$ cat config.mk
export PLATFORM = sky130hd
export DESIGN_NAME = xing_phase_ctrl
export DESIGN_NICKNAME = d
export VERILOG_FILES = /design/src/rtl/xing_pkg.sv /design/src/rtl/xing_tick_gen.sv /design/src/rtl/xing_step_sync.sv /design/src/rtl/xing_unit_fsm.sv /design/src/rtl/xing_lamp_reg.sv /design/src/rtl/xing_phase_ctrl.sv
export SDC_FILE = /design/constraint.sdc
export NUM_CORES = 1
export LEC_CHECK = 0
export BUFFER_PORTS_ARGS = -buffer_cell sky130_fd_sc_hd__buf_2
export CORE_MARGIN = 1.5
export CORE_UTILIZATION = 60
export CTS_CLUSTER_DIAMETER = 60
export DETAILED_ROUTE_END_ITERATION = 16
export PLACE_DENSITY = 0.83
export SYNTH_ARGS = -nofsm -noshare
export SYNTH_HDL_FRONTEND = slang
export SYNTH_SLANG_ARGS = --single-unit
$ cat constraint.sdc
create_clock -name clk -period 4.66 [get_ports clk]
set_input_delay 0.233 -clock clk [delete_from_list [all_inputs] [get_ports clk]]
set_output_delay 0.233 -clock clk [all_outputs]
set_load 0.01 [all_outputs]
$ cat src/rtl/xing_pkg.sv
package xing_pkg;

    typedef enum logic [2:0] {
        U0 = 3'd0, U1 = 3'd1, U2 = 3'd2, U3 = 3'd3,
        U4 = 3'd4, U5 = 3'd5, U6 = 3'd6, U7 = 3'd7
    } unit_e;

    typedef struct packed {
        logic ns_g;
        logic ns_y;
        logic ns_r;
        logic ew_g;
        logic ew_y;
        logic ew_r;
        logic ns_lt;
        logic ns_rt;
        logic ew_lt;
        logic ew_rt;
        logic ns_walk;
        logic ew_walk;
    } lamp_t;

    function automatic lamp_t lamp_decode(input unit_e u);
        lamp_t l;
        l = '0;
        unique case (u)
            U0, U1: begin
                l.ns_g = 1'b1; l.ew_r = 1'b1;
                l.ns_lt = 1'b1; l.ns_rt = 1'b1;
            end
            U2: begin
                l.ns_g = 1'b1; l.ew_r = 1'b1;
                l.ns_rt = 1'b1; l.ns_walk = 1'b1;
            end
            U3: begin
                l.ns_y = 1'b1; l.ew_r = 1'b1;
                l.ns_walk = 1'b1;
            end
            U4, U5: begin
                l.ns_r = 1'b1; l.ew_g = 1'b1;
                l.ew_lt = 1'b1; l.ew_rt = 1'b1;
            end
            U6: begin
                l.ns_r = 1'b1; l.ew_g = 1'b1;
                l.ew_rt = 1'b1; l.ew_walk = 1'b1;
            end
            U7: begin
                l.ns_r = 1'b1; l.ew_y = 1'b1;
                l.ew_walk = 1'b1;
            end
            default: l = '0;
        endcase
        return l;
    endfunction

endpackage

$ cat src/rtl/xing_tick_gen.sv
module xing_tick_gen #(
    parameter int unsigned UNIT_CYCLES = 400_000_000
) (
    input  logic clk,
    input  logic rst,
    output logic tick
);
    localparam int unsigned CW = (UNIT_CYCLES > 2) ? $clog2(UNIT_CYCLES) : 1;
    localparam logic [CW-1:0] LAST = CW'(UNIT_CYCLES - 1);

    logic [CW-1:0] cnt_q;

    always_ff @(posedge clk) begin
        if (rst) begin
            cnt_q <= '0;
        end else if (cnt_q == LAST) begin
            cnt_q <= '0;
        end else begin
            cnt_q <= cnt_q + 1'b1;
        end
    end

    assign tick = (cnt_q == LAST);

    // the count never leaves its window
    a_r2_cnt_in_range: assert property (@(posedge clk) disable iff (rst)
        cnt_q <= LAST);

    // a tick is a single-cycle pulse
    a_r2_tick_single: assert property (@(posedge clk) disable iff (rst)
        tick |=> !tick);

    // the prescaler restarts from zero after reset
    a_r1_cnt_cleared: assert property (@(posedge clk)
        rst |=> (cnt_q == '0));

endmodule

$ cat src/rtl/xing_step_sync.sv
module xing_step_sync #(
    parameter int unsigned SYNC_STAGES = 2
) (
    input  logic clk,
    input  logic rst,
    input  logic btn_async,
    output logic step_pulse
);
    logic [SYNC_STAGES:0] sh_q;

    always_ff @(posedge clk) begin
        if (rst) begin
            sh_q <= '0;
        end else begin
            sh_q <= {sh_q[SYNC_STAGES-1:0], btn_async};
        end
    end

    assign step_pulse = sh_q[SYNC_STAGES-1] & ~sh_q[SYNC_STAGES];

    // a held button yields one pulse only
    a_r9_pulse_single: assert property (@(posedge clk) disable iff (rst)
        step_pulse |=> !step_pulse);

endmodule

$ cat src/rtl/xing_unit_fsm.sv
module xing_unit_fsm
    import xing_pkg::*;
(
    input  logic  clk,
    input  logic  rst,
    input  logic  manual_i,
    input  logic  tick_i,
    input  logic  step_i,
    output unit_e unit_o
);
    unit_e state_q, state_d;
    logic  adv;

    assign adv = manual_i ? step_i : tick_i;

    always_ff @(posedge clk) begin
        if (rst) begin
            state_q <= U0;
        end else begin
            state_q <= state_d;
        end
    end

    always_comb begin
        state_d = state_q;
        if (adv) begin
            unique case (state_q)
                U0: state_d = U1;
                U1: state_d = U2;
                U2: state_d = U3;
                U3: state_d = U4;
                U4: state_d = U5;
                U5: state_d = U6;
                U6: state_d = U7;
                U7: state_d = U0;
                default: state_d = U0;
            endcase
        end
    end

    assign unit_o = state_q;

    // in manual mode, without a press, the unit holds
    a_r8_manual_hold: assert property (@(posedge clk) disable iff (rst)
        (manual_i && !step_i) |=> $stable(state_q));

    // in automatic mode the unit moves only on a tick
    a_r2_auto_hold: assert property (@(posedge clk) disable iff (rst)
        (!manual_i && !tick_i) |=> $stable(state_q));

    // every advance moves forward by exactly one, modulo eight
    a_r9_step_by_one: assert property (@(posedge clk) disable iff (rst)
        (manual_i && step_i) |=> (3'(state_q) == 3'(3'($past(state_q)) + 3'd1)));

    // reset lands in unit 0
    a_r1_reset_u0: assert property (@(posedge clk)
        rst |=> (state_q == U0));

endmodule

$ cat src/rtl/xing_lamp_reg.sv
module xing_lamp_reg
    import xing_pkg::*;
(
    input  logic       clk,
    input  logic       rst,
    input  unit_e      unit_i,
    output lamp_t      lamp_o,
    output logic [2:0] idx_o
);
    lamp_t      lamp_q;
    logic [2:0] idx_q;

    always_ff @(posedge clk) begin
        if (rst) begin
            lamp_q <= lamp_decode(U0);
            idx_q  <= 3'd0;
        end else begin
            lamp_q <= lamp_decode(unit_i);
            idx_q  <= 3'(unit_i);
        end
    end

    assign lamp_o = lamp_q;
    assign idx_o  = idx_q;

    // each straight axis shows exactly one aspect
    a_r5_ns_one_aspect: assert property (@(posedge clk) disable iff (rst)
        $onehot({lamp_q.ns_g, lamp_q.ns_y, lamp_q.ns_r}));
    a_r5_ew_one_aspect: assert property (@(posedge clk) disable iff (rst)
        $onehot({lamp_q.ew_g, lamp_q.ew_y, lamp_q.ew_r}));

    // the two straight axes never run together
    a_r5_no_conflict: assert property (@(posedge clk) disable iff (rst)
        !((lamp_q.ns_g || lamp_q.ns_y) && (lamp_q.ew_g || lamp_q.ew_y)));

    // each walk runs only while cross traffic is red, never both walks
    a_r6_ns_walk_safe: assert property (@(posedge clk) disable iff (rst)
        lamp_q.ns_walk |-> lamp_q.ew_r);
    a_r6_ew_walk_safe: assert property (@(posedge clk) disable iff (rst)
        lamp_q.ew_walk |-> lamp_q.ns_r);
    a_r6_walk_exclusive: assert property (@(posedge clk) disable iff (rst)
        $onehot0({lamp_q.ns_walk, lamp_q.ew_walk}));

    // the index output tracks the unit state one cycle later
    a_r10_idx_follows: assert property (@(posedge clk) disable iff (rst)
        1'b1 |=> (idx_q == 3'($past(unit_i))));

endmodule

$ cat src/rtl/xing_phase_ctrl.sv
module xing_phase_ctrl
    import xing_pkg::*;
#(
    parameter int unsigned UNIT_CYCLES = 400_000_000,
    parameter int unsigned SYNC_STAGES = 2
) (
    input  logic       clk,
    input  logic       rst,
    input  logic       manual_mode,
    input  logic       step_btn,
    output logic [2:0] unit_idx,
    output logic       ns_green,
    output logic       ns_yellow,
    output logic       ns_red,
    output logic       ew_green,
    output logic       ew_yellow,
    output logic       ew_red,
    output logic       ns_left,
    output logic       ns_right,
    output logic       ew_left,
    output logic       ew_right,
    output logic       ns_walk,
    output logic       ew_walk
);
    logic  tick;
    logic  step_pulse;
    unit_e unit;
    lamp_t lamp;

    xing_tick_gen #(.UNIT_CYCLES(UNIT_CYCLES)) u_tick (
        .clk  (clk),
        .rst  (rst),
        .tick (tick)
    );

    xing_step_sync #(.SYNC_STAGES(SYNC_STAGES)) u_sync (
        .clk        (clk),
        .rst        (rst),
        .btn_async  (step_btn),
        .step_pulse (step_pulse)
    );

    xing_unit_fsm u_fsm (
        .clk      (clk),
        .rst      (rst),
        .manual_i (manual_mode),
        .tick_i   (tick),
        .step_i   (step_pulse),
        .unit_o   (unit)
    );

    xing_lamp_reg u_lamp (
        .clk    (clk),
        .rst    (rst),
        .unit_i (unit),
        .lamp_o (lamp),
        .idx_o  (unit_idx)
    );

    assign ns_green  = lamp.ns_g;
    assign ns_yellow = lamp.ns_y;
    assign ns_red    = lamp.ns_r;
    assign ew_green  = lamp.ew_g;
    assign ew_yellow = lamp.ew_y;
    assign ew_red    = lamp.ew_r;
    assign ns_left   = lamp.ns_lt;
    assign ns_right  = lamp.ns_rt;
    assign ew_left   = lamp.ew_lt;
    assign ew_right  = lamp.ew_rt;
    assign ns_walk   = lamp.ns_walk;
    assign ew_walk   = lamp.ew_walk;

endmodule

---- Word-level counts from Yosys, hierarchy flattened ----
Memories as Yosys holds them, arrays and structs flattened. A register that Yosys moved wholly into a read port is not among the register bits.
Cells that the tools add are included.
cells by class
  mux-type cells .......................... 11
  multiply operators ...................... 0
  bitwise gates (word level) .............. 2
  div/mod/pow operators ................... 0
  $lt $le $gt $ge ......................... 0
  add/sub/neg operators ................... 1
  shift operators ......................... 0
  equal/unequal tests ..................... 8
  reductions and logical operators ........ 10
operator list
  operator                 count
  $add A29 B1 Y29 const B  1
  $eq A29 B29 Y1 const B   1
  $eq A3 B3 Y1 const B     4
  $mux W1                  11
  $reduce_or A2 Y1         5
  $reduce_or A4 Y1         2
  $eq A3 B2 Y1 const B     2
  $reduce_or A3 Y1         2
  $eq A3 B1 Y1 const B     1
  $logic_not A3 Y1         1
  $and A1 B1 Y1            1
  $not A1 Y1               1
word-level totals
  register bits ........................... 45
  memory bits (writable) .................. 0
  memory bits (read-only) ................. 24
  bits in latches ......................... 0
  word-level logic and storage cells ...... 46
  memories ................................ 1
  input port bits ......................... 4
memories
  memory            words  width  read ports  clocked after memory_dff  write ports  RTL line             RTL
  (name not given)  8      3      1           1                         0            xing_unit_fsm.sv:27  unique case (state_q)

---- Depth between registers and ports, before layout ----
Gate-level depths: netlist (run 1).
  word-level depth ........................ 3
  mapped depth ............................ 7

---- By module ----
From an unflattened synthesis (run 1), not the netlist that was laid out.
unflattened totals
  cell total of the unflattened synthesis .. 223
  area, all modules ....................... 2038.2 um2
modules (own cells, without submodules)
  module          area each (um2)  cells an instance  times used
  xing_tick_gen   1428.9           175                1
  xing_lamp_reg   375.4            29                 1
  xing_unit_fsm   146.4            12                 1
  xing_step_sync  87.6             7                  1

---- Least setup slack after synthesis (run 1) ----
No wires, ideal clock.
  kind .................................... register to register
  from .................................... reg u_tick.cnt_q[0]
  to ...................................... reg u_fsm.state_q[0], in the netlist u_fsm.unit_o[0]
  required time ........................... 4.539 ns
  setup time .............................. 0.121 ns
  path slack .............................. 2.888 ns
  arrival ................................. 1.652 ns
  clock period less this slack ............ 1.772 ns
  cell stages (with the launch flop) ...... 7
  buffers on the path ..................... 1
  cells stage by stage .................... dfxtp_1 > ha_1 > and2_1 > clkbuf_1 > nand4_1 > o31ai_2 > mux2_2
between the ends
  longest elaborated chain between the ends .. 2
RTL lines
  what                    RTL line             RTL
  start, declared         xing_tick_gen.sv:11  logic [CW-1:0] cnt_q;
  start signal, assigned  xing_tick_gen.sv:19  cnt_q <= cnt_q + 1'b1;
  $eq A29 B29 Y1          xing_tick_gen.sv:23  assign tick = (cnt_q == LAST);
  $mux W1                 xing_unit_fsm.sv:14  assign adv = manual_i ? step_i : tick_i;
  end, declared           xing_unit_fsm.sv:11  unit_e state_q, state_d;
No other way between the ends.
A chain may end at the register's enable or synchronous reset.

---- Worst setup path after layout (run 1) ----
  from .................................... reg u_tick.cnt_q[3]
  to ...................................... reg u_tick.cnt_q[5]
between the ends
  longest elaborated chain between the ends .. 2
RTL lines
  what
  parallel branches: the longest is 2 deep, another holds $add A29 B1 Y29
Parallel ways; which one is timed is not known.

==> run metrics, run 1 <==
status=complete, no violations; top post-synthesis cells by area=dfxtp_1 (46%), nor2_1 (4.6%), a21oi_1 (3.8%); DIE HEIGHT=62.3 µm; H-tree depth=2; EDFF count, synth=0; CTS Buf Count=5; synthesized netlist cell count=226; Total Nets Final=249; Worst setup EP type=register; leakage power=0.000845 µW; Pint=509 µW; Clock power frac=about 30%; Worst Clk Skew=approximately 0.0066 ns; Max Root-Sink Buffers=2; Layout area overhead=5.93%; switching share of power=23.1%; Final setup viols=0; Power per Cell Area=296 mW/mm²; setup bufs post-CTS=0; CTS tree=done; RSZ-0062 raised after global routing=false; wire length of the first global-routing pass=6.33 mm; post-CTS sizing=0; Final Hold Vio Count=0; ys async rst share=0%; die area=0.00388 mm²; dominant cell type by area after synthesis=dfxtp_1; Min-Delay Path Class=input port to register; Mapped Area=~0.0021 mm²; ordered cell list for the critical path=and4_1, nand4_1, o21ai_2, nor2_1; crit-path max FO=27; Max Cap Viol=0; drt wl/cell=12.5 µm; Starting Density=62.8%; DRC viols=0; # hold bufs at CTS=0; via/cell ratio=5.65; Root Buffer=clkbuf_4; Die Wd=62.3 µm; gr ovfl total=0; TritonCTS Sinks=48; FF+latch area=961 µm²; Crit Path Class=register to register; CP Launch Type=register; slew at the pin closest to its max-slew limit=1.06 ns; Distinct cells, synth=41; placed instance count=278; DRT Pass-1 Iters=4; Total GRT Usage=20.2%; fin crit share=48.3%; Rows=21; Worst EP arrival=2.48 ns; via count=1616; Multi-input gate area=between 0.001 and 0.0015 mm²; DR iter-0 viols=93; Slew Limit Headroom=roughly 30%; IO Port Bufs=18; drt total wl=roughly 3.6 mm; Sw Pwr=153 µW; share of Yosys cell area claimed by the top area cell type=45.5%; worst path required time=4.88 ns; slowest CP cell=o21ai_2; layout cell share with drive strength beyond 1=16.7%; Layout fillers=314; Final Util=66.5%; Fmax=444 MHz; sequential cell area fraction in the yosys report=between 40% and 50%; synthesized flop and latch total=48; RePlAce Congestion=0.796; Clock transition at path regs=around 0.13 ns; Post-synth top flop=dfxtp_1; n_diodes=0; vias in the first global route=1420; post-route ant nets=0; largest net degree at the start of global routing=28; final slew viol count=0; post-DP HPWL=2.51 mm; Cell Count, Final, Fillers Out=286; Period minus WS final=2.25 ns; setup_tns=0 ns; worst-skew pair later-pin latency=about 0.36 ns; Post-Synthesis Mean Instance Area=9.34 µm²; top-level port count=19; Net Count, Synth=236; initial antenna violation count=0; Seq pwr share=64.5%; Comb power frac=5.2%; Worst VDD drop=0.000205 V; yosys warns=0; CP max stage delay=0.88 ns; core area=0.00336 mm²
==> per-stage QoR <==
stage | worst slack, ns | cell area, µm² | power (µW) | hold slack, ns
detailed placement | 2.40 | 2170 | 471 | 0.435
CTS | 2.38 | 2240 | 669 | 0.0641
global route | 2.15 | 2240 | 692 | 0.0510
finish | 2.41 | 2240 | 662 | 0.0699
global placement | 2.50 | 2170 | 470 | 0.421
floorplan | 2.89 | 2110 | 462 | 0.360
==> layout by cell type, fill, tap and decap left out, drive strengths merged, types with 4 or more instances in the layout <==
cell | synthesis | routed
clkbuf | 4 | 7
ha | 6 | 6
xor2 | 8 | 8
nor2 | 26 | 26
nand3 | 11 | 11
dfxtp | 48 | 48
buf | 8 | 18
inv | 8 | 8
nand2 | 11 | 11
xnor2 | 4 | 4
or3 | 8 | 8
o21ai | 10 | 10
nor2b | 4 | 4
and4 | 6 | 6
a21oi | 16 | 16
nand4 | 9 | 9
o31ai | 8 | 8
and3 | 5 | 5
or4 | 9 | 9
==> metal layers <==
| layer | global-route usage, % | vias up | wire length [µm] |
|---|---|---|---|
| li1 | - | 842 | - |
| met1 | 27.5 | 734 | 1800 |
| met2 | 30.8 | 34 | 1550 |
| met3 | 5.62 | 6 | 170 |
| met4 | 7.50 | 0 | 55 |
| met5 | 0 | - | 0 |
==> sequential cells by signal, summed over array words and instances (netlist names) <==
register and count:
u_tick.cnt_q 29, u_lamp.lamp_o 10, u_sync.sh_q 3, u_lamp.idx_o 3, u_fsm.unit_o 3
==> synth_stat cells (3+ instances only) <==
cell / count
nor2_1: 26
dfxtp_1: 48
and4_1: 3
nand4_1: 7
o31ai_1: 7
a21oi_1: 16
o21ai_0: 9
xnor2_1: 4
ha_1: 6
or4_1: 9
clkbuf_1: 3
and3_2: 3
xor2_1: 8
and4_2: 3
nand2_1: 10
nor2b_1: 4
or3_1: 7
nand3_1: 11
inv_1: 8
buf_4: 3
buf_2: 3
==> worst max-delay path, delay by kind of cell (launching register included) <==
kind,cells,cell delay [ns]
DFF,1,0.41
and+or+nand+nor,3,0.82
AOI/OAI and AO/OA,1,0.88
==> layout make-up <==
type | instances | share of cell area (%)
clock inverters | 1 | 0.336
clock buffers | 7 | 2.46
well taps | 46 | 2.57
multi-input cells | 158 | 46.3
repair buffers | 18 | 4.03
inverters | 8 | 1.34
flip-flops and latches | 48 | 43.0
==> kinds of logic after synthesis <==
logic type	Yosys count	share of synthesized area [%]
muxes	2	1.07
AOI/OAI and AO/OA	39	11.5
and+or+nand+nor	99	27.9
DFF	48	45.5
xor gates and xnor gates	12	4.98
adders and majority gates	6	3.56
buffers and inverters	20	5.45
==> power groups by stage <==
stage,clock (µW),sequential (µW),combinational (µW)
6_report,200,427,34.6
5_1_grt,225,429,38.5
4_1_cts,207,427,35.0
3_5_place_dp,0,436,34.8
3_3_place_gp,0,436,34.4
2_1_floorplan,0,439,23.1
==> final timing paths <==
kind                              startpoint                         end  slack [ns]  depth (start not counted)
setup / recovery  u_tick.cnt_q[3]$_SDFF_PP0_  u_tick.cnt_q[5]$_SDFF_PP0_        2.41                          4
hold reg to reg   u_tick.cnt_q[0]$_SDFF_PP0_  u_tick.cnt_q[0]$_SDFF_PP0_        0.45                          1
hold / removal                      step_btn   u_sync.sh_q[0]$_SDFF_PP0_        0.07                          2
setup reg to reg  u_tick.cnt_q[3]$_SDFF_PP0_  u_tick.cnt_q[5]$_SDFF_PP0_        2.41                          4
(Power assumes the default switching activity.)
==> inputs of run 2 (changes only) <==
ABC_AREA = 1   (was not set)
CORE_UTILIZATION = 53   (was 60)
PLACE_DENSITY = 0.78   (was 0.83)
clock period = 1.8 ns   (was 4.66 ns; I/O delays follow)
==> run 2 against run 1 <==
Clock skew down 0.0014 ns; setup slack worse by 2.2 ns; critical path depth up 5; critical endpoint is now u_tick.cnt_q[2]$_SDFF_PP0_.
==> run metrics, run 2 <==
status=complete, no violations; EDFF count, synth=0; top post-synthesis cells by area=dfxtp_1 (43%), nand2_1 (14%), nor2_1 (9.7%); cell with the most instances after synthesis=nand2_1; CP max stage delay=0.41 ns; post-DP HPWL=3.77 mm; setup bufs post-CTS=0; switching share of power=a little under a quarter; Post-Synthesis Mean Instance Area=7.01 µm²; Min-Delay Path Class=input port to register; most common cell after layout, fill and taps aside=nand2_1; CTS tree=done; Final setup viols=0; ordered cell list for the critical path=ha_1, nand2_2, nor2_4, nand2_2, nor2_2, nand2_1, nand2_2, buf_4, nor3b_1; DIE HEIGHT=68.0 µm; wire length of the first global-routing pass=8.03 mm; Sw Pwr=434 µW; Slew Limit Headroom=around two thirds; max FFs per register=29; Fmax=612 MHz; H-tree depth=2; Root Buffer=clkbuf_8; Crit Path Class=register to register; layout cell share with drive strength beyond 1=11.3%; sequential cell area fraction in the yosys report=42.9%; Power per Cell Area=746 mW/mm²; Largest Register=u_tick.cnt_q; RePlAce Congestion=0.929; die area=0.00463 mm²; r2r setup slk=0.17 ns; DR iter-0 viols=roughly 150; synthesized flop and latch total=between 40 and 50; Reg2Reg Capture Point=u_tick.cnt_q[2]$_SDFF_PP0_; Total GRT Usage=23.2%; setup_tns=0 ns; fin crit share=about 90%; worst path required time=1.99 ns; synthesized netlist cell count=320; gr ovfl total=0; R2R depth=9; drt wl/cell=12.4 µm; Worst setup EP type=register; Max Cap Viol=0; Layout fillers=374; Final Hold Vio Count=0; Mapped Area=0.00224 mm²; Total Nets Final=roughly 350; drt total wl=4.90 mm; slowest CP cell=dfxtp_1; Worst EP arrival=1.83 ns; DRC viols=0; yosys warns=0; most frequent cells in the layout=nand2_1 (85), nor2_1 (58), dfxtp_1 (48), inv_1 (35), a21oi_1 (22); post-route ant nets=0; worst-skew pair later-pin latency=0.30 ns; Starting Density=55.7%; Die Wd=68.0 µm; Worst VDD drop=0.000507 V; crit-path max FO=17; Layout area overhead=10.7%; leakage power=0.000873 µW; via count=2052; Distinct cells, synth=26; Min-Delay Path Depth=2; Clock transition at path regs=0.09 ns; Rows=23; Worst Clk Skew=0.00521 ns; Net Count, Synth=330; share of Yosys cell area claimed by the top area cell type=42.9%; CP most frequent cell=nand2_2; top cells by count, synth=nand2_1 (85), nor2_1 (58), dfxtp_1 (48); Max Root-Sink Buffers=2; RSZ-0062 raised after global routing=false; Pint=roughly 1400 µW; final slew viol count=0; RR Startpoint=u_tick.cnt_q[0]$_SDFF_PP0_; Post-synth top flop=dfxtp_1; initial antenna violation count=0; largest net degree at the start of global routing=18; TritonCTS Sinks=48; top-level port count=19; Final Util=61.6%; CTS Buf Count=5; Endpoint, Worst Hold=u_sync.sh_q[2]$_SDFF_PP0_; CP Launch Type=register; slew at the pin closest to its max-slew limit=just under 0.5 ns; Comb power frac=approximately 4.2%; n_diodes=0; core area=0.00403 mm²; Clock power frac=37.0%; Period minus WS final=1.63 ns; vias in the first global route=1799; ys async rst share=0%; IO Port Bufs=18; dominant cell type by area after synthesis=dfxtp_1; post-CTS sizing=0; Seq pwr share=around three fifths; Hold Startpoint=rst; via/cell ratio=5.19; DRT Pass-1 Iters=5
-- run 2: changes by cell type after synthesis, sizes merged, moves of 7 or more --
cell | previous run | this run
nand2 | 11 | 88
nor3 | 2 | 9
inv | 8 | 36
or4 | 9 | 0
or3 | 8 | 0
nor2 | 26 | 62
-- run 2: stage by stage --
step	power [µW]	cell area [µm²]	worst slack [ns]	hold WS (ns)	instances
floorplan	1170	2240	0.257	0.197	320
global placement	1190	2370	0.258	0.297	386
detailed placement	1190	2370	0.172	0.300	386
CTS	1860	2480	0.155	0.0552	395
global route	1920	2480	0.0138	0.0741	395
finish	1850	2480	0.166	0.0608	395
-- run 2: what timing repair did --
action	CTS	global route
endpoints found under the setup margin	0	0
hold endpoints to repair	1	0
hold buffers	1	0
-- run 2: kinds of logic after synthesis --
group	synth area share (%)
and+or+nand+nor	35.8
DFF	42.9
buffers and inverters	8.26
AOI/OAI and AO/OA	6.98
xor gates and xnor gates	2.73
adders and majority gates	3.35
-- run 2: power by group through the flow --
stage	clock (µW)	sequential, µW	combinational, µW
after detailed placement	0	1110	76.9
after global placement	0	1110	73.9
final	686	1090	77.8
after global routing	735	1090	88.8
after CTS	692	1090	78.7
after floorplan	0	1120	53.6
-- run 2: final cells by class --
type,count,area (µm²),share of cell area (%)
clock buffers,6,82.6,3.33
clock inverters,2,15.0,0.605
inverters,36,135,5.44
multi-input cells,230,1100,44.2
flip-flops and latches,48,961,38.7
well taps,50,62.6,2.52
repair buffers,23,130,5.24
-- run 2: how the worst max path moves through the flow --
stage                          startpoint                      endpoint  slack, ns  cells past startpoint
4_1_cts        u_tick.cnt_q[0]$_SDFF_PP0_    u_tick.cnt_q[2]$_SDFF_PP0_       0.16                      9
2_1_floorplan  u_tick.cnt_q[0]$_SDFF_PP0_   u_tick.cnt_q[24]$_SDFF_PP0_       0.26                     10
6_report       u_tick.cnt_q[0]$_SDFF_PP0_    u_tick.cnt_q[2]$_SDFF_PP0_       0.17                      9
3_5_place_dp   u_tick.cnt_q[0]$_SDFF_PP0_    u_tick.cnt_q[2]$_SDFF_PP0_       0.17                      9
5_1_grt        u_tick.cnt_q[0]$_SDFF_PP0_  u_fsm.unit_o[1]$_SDFFE_PP0P_       0.01                     10
3_3_place_gp   u_tick.cnt_q[0]$_SDFF_PP0_    u_tick.cnt_q[2]$_SDFF_PP0_       0.26                      9
-- run 2: worst max-delay path: cells and delay by family (launching register included) --
family	cells	cell delay, ns
fa+ha+maj	1	0.21
buf+inv	1	0.21
flops	1	0.41
simple gates	7	0.71
-- run 2: routing by layer --
layer | share of wire, % | GRT usage (%) | wire [µm] | up-vias
met5 | 0 | 0 | 0 | -
met4 | 1.5 | 9.00 | 71 | 0
met3 | 6.1 | 5.76 | 299 | 8
met2 | 45 | 34.8 | 2180 | 70
met1 | 48 | 32.0 | 2340 | 918
li1 | - | - | - | 1056
==> inputs of run 3 (changes only) <==
ABC_AREA = not set   (was 1)
CORE_UTILIZATION = 52   (was 53)
PLACE_DENSITY = 0.77   (was 0.78)
SYNTH_HIERARCHICAL = 1   (was not set)
clock period = 1.45 ns   (was 1.8 ns; I/O delays follow)
==> run 3 against run 2 <==
The run now ends with setup timing left; setup slack got worse by 0.69 ns; clock power increased by 57%; die area decreased by 7.0%; non-clock buffer count increased by 59; core utilization increased by 18 points; critical path depth decreased by 2; synthesized cell count decreased by 30%; via count increased by 3.5%; total power increased by 40%; highest routed layer unchanged; fmax decreased by 17%; hold slack got worse by 0.029 ns.
==> run metrics, run 3 <==
Final Util=80.0%; Clock transition at path regs=0.09 ns; final slew viol count=0; top post-synthesis cells by area=dfxtp_1 (47%), nor2_1 (5.3%), xor2_1 (5.2%); Net Count, Synth=230; via/cell ratio=6.00; Cell Count, Final, Fillers Out=~350; Starting Density=54.8%; worst-skew pair later-pin latency=0.32 ns; RePlAce Congestion=0.877; max FFs per register=29; Worst setup EP type=register; slowest CP cell=dfxtp_1; Distinct cells, synth=42; most common cell after layout, fill and taps aside=buf_4; failing checks=setup timing; crit-path max FO=5; wire length of the first global-routing pass=roughly 9.4 mm; Mapped Area=0.00204 mm²; TritonCTS Sinks=48; post-route ant nets=0; r2r setup slk=-0.52 ns; Rows=22; Worst Clk Skew=0.00689 ns; Layout area overhead=45.8%; via count=2124; DIE HEIGHT=65.6 µm; vias in the first global route=1974; CTS tree=done; post-DP HPWL=3.37 mm; H-tree depth=2; placed instance count=336; Slew Limit Headroom=72.2%; IO Port Bufs=18; CP Launch Type=register; Die Wd=65.6 µm; Largest Register=u_tick/cnt_q; ys async rst share=0%; ordered cell list for the critical path=buf_4, nand4_1, buf_4, nor2_1, nand4_1, xor2_1, nor2_1; drt total wl=6.86 mm; Post-synth top flop=dfxtp_1; EDFF count, synth=0; layout cell share with drive strength beyond 1=43.5%; synthesized flop and latch total=48; top cells by count, synth=dfxtp_1 (48), nor2_1 (29), a21oi_1 (15), nand2_1 (15), nand3_1 (14); cell with the most instances after synthesis=dfxtp_1; DR iter-0 viols=260; n_diodes=0; drt wl/cell=19.4 µm; largest net degree at the start of global routing=15; dpl cell area=0.00260 mm²; Worst VDD drop=0.000544 V; DRT Pass-1 Iters=4; CP max stage delay=0.37 ns; CTS Buf Count=5; Crit Path Class=register to register; worst path required time=1.65 ns; final instance area=0.00297 mm²; Root Buffer=clkbuf_8; Fmax=roughly 510 MHz; Period minus WS final=1.97 ns; RSZ-0062 raised after global routing=true; Max Cap Viol=0; Final setup viols=28; top-level port count=19; die area=0.00430 mm²; fin crit share=136%; most frequent cells in the layout=buf_4 (52), dfxtp_1 (41), nor2_1 (23), buf_2 (18); Post-Synthesis Mean Instance Area=9.14 µm²; Power per Cell Area=870 mW/mm²; Min-Delay Path Class=input port to register; Total GRT Usage=between 20% and 30%; initial antenna violation count=0; Final Hold Vio Count=0; status=finished, violations left; core area=0.00372 mm²; setup_tns=-11.79 ns; leakage power=0.00123 µW; Max Root-Sink Buffers=2; Worst EP arrival=2.17 ns; DRC viols=0; share of Yosys cell area claimed by the top area cell type=between 40 and 50%; yosys warns=6; slew at the pin closest to its max-slew limit=~0.42 ns; total power=2590 µW; worst setup margin=-0.521 ns; gr ovfl total=0; synthesized netlist cell count=223; Total Nets Final=312; sequential cell area fraction in the yosys report=between 40% and 50%; dominant cell type by area after synthesis=dfxtp_1
-- run 3: cell type report --
type / count / area, µm²
inverters: 7 / 26.3
multi-input cells: 161 / 1160
repair buffers: 82 / 627
clock buffers: 7 / 96.3
fillers: 203 / 744
well taps: 48 / 60.1
flip-flops and latches: 48 / 970
clock inverters: 1 / 30.0
-- run 3: path summary, 6_finish.rpt --
check	endpoint	depth (start not counted)	start
hold reg to reg	u_sync/sh_q[1]$_SDFF_PP0_	1	u_sync/sh_q[0]$_SDFF_PP0_
setup reg to reg	u_tick/cnt_q[21]$_SDFF_PP0_	7	u_tick/cnt_q[14]$_SDFF_PP0_
setup / recovery	u_tick/cnt_q[21]$_SDFF_PP0_	7	u_tick/cnt_q[14]$_SDFF_PP0_
hold / removal	u_tick/cnt_q[4]$_SDFF_PP0_	2	rst
-- run 3: logic make-up (layout without fill, tap and decap cells) --
logic type / after synthesis / in the layout / synth area share [%]
AO/OA/AOI/OAI: 32 / 32 / 10.1
flip-flops: 48 / 48 / 47.1
adder cells (fa/ha/maj): 3 / 3 / 1.84
multiplexers: 3 / 3 / 1.72
XOR/XNOR: 17 / 17 / 7.30
buffers and inverters: 14 / 97 / 3.31
AND/OR/NAND/NOR: 106 / 106 / 28.6
-- run 3: repair_timing --
| item | in CTS | in global routing |
|---|---|---|
| endpoints found under the hold margin | 1 | 0 |
| endpoints found under the setup margin | 28 | 29 |
| gates resized for setup | 22 | 24 |
| pin swaps | 14 | 21 |
| gates cloned | 0 | 0 |
| setup buffers | 5 | 6 |
| hold buffers | 1 | 0 |
-- run 3: worst max-delay path: cells and delay by family (launching register included) --
| family | cells | cell delay (ns) |
|---|---|---|
| AND/OR/NAND/NOR | 4 | 0.84 |
| XOR/XNOR | 1 | 0.24 |
| buffers and inverters | 2 | 0.39 |
| flip-flops | 1 | 0.37 |
-- run 3: metal layers --
layer	GRT usage, %	wire (µm)	vias up
li1	-	-	945
met1	33.3	2710	1001
met2	50.0	3330	136
met3	8.56	543	42
met4	14.1	278	0
met5	0	0	-
-- run 3: per-stage QoR --
stage / setup slack (ns) / hold slack [ns]
floorplan: -0.410 / 0.142
global placement: -0.356 / 0.289
finish: -0.521 / 0.0317
detailed placement: -0.392 / 0.294
CTS: -0.342 / 0.0313
global route: -0.583 / 0.0392
-- run 3: report_power, final --
part           switching, µW  internal, µW
clock                    467           608
combinational           85.5          76.3
sequential              13.7          1340
total                    566          2020
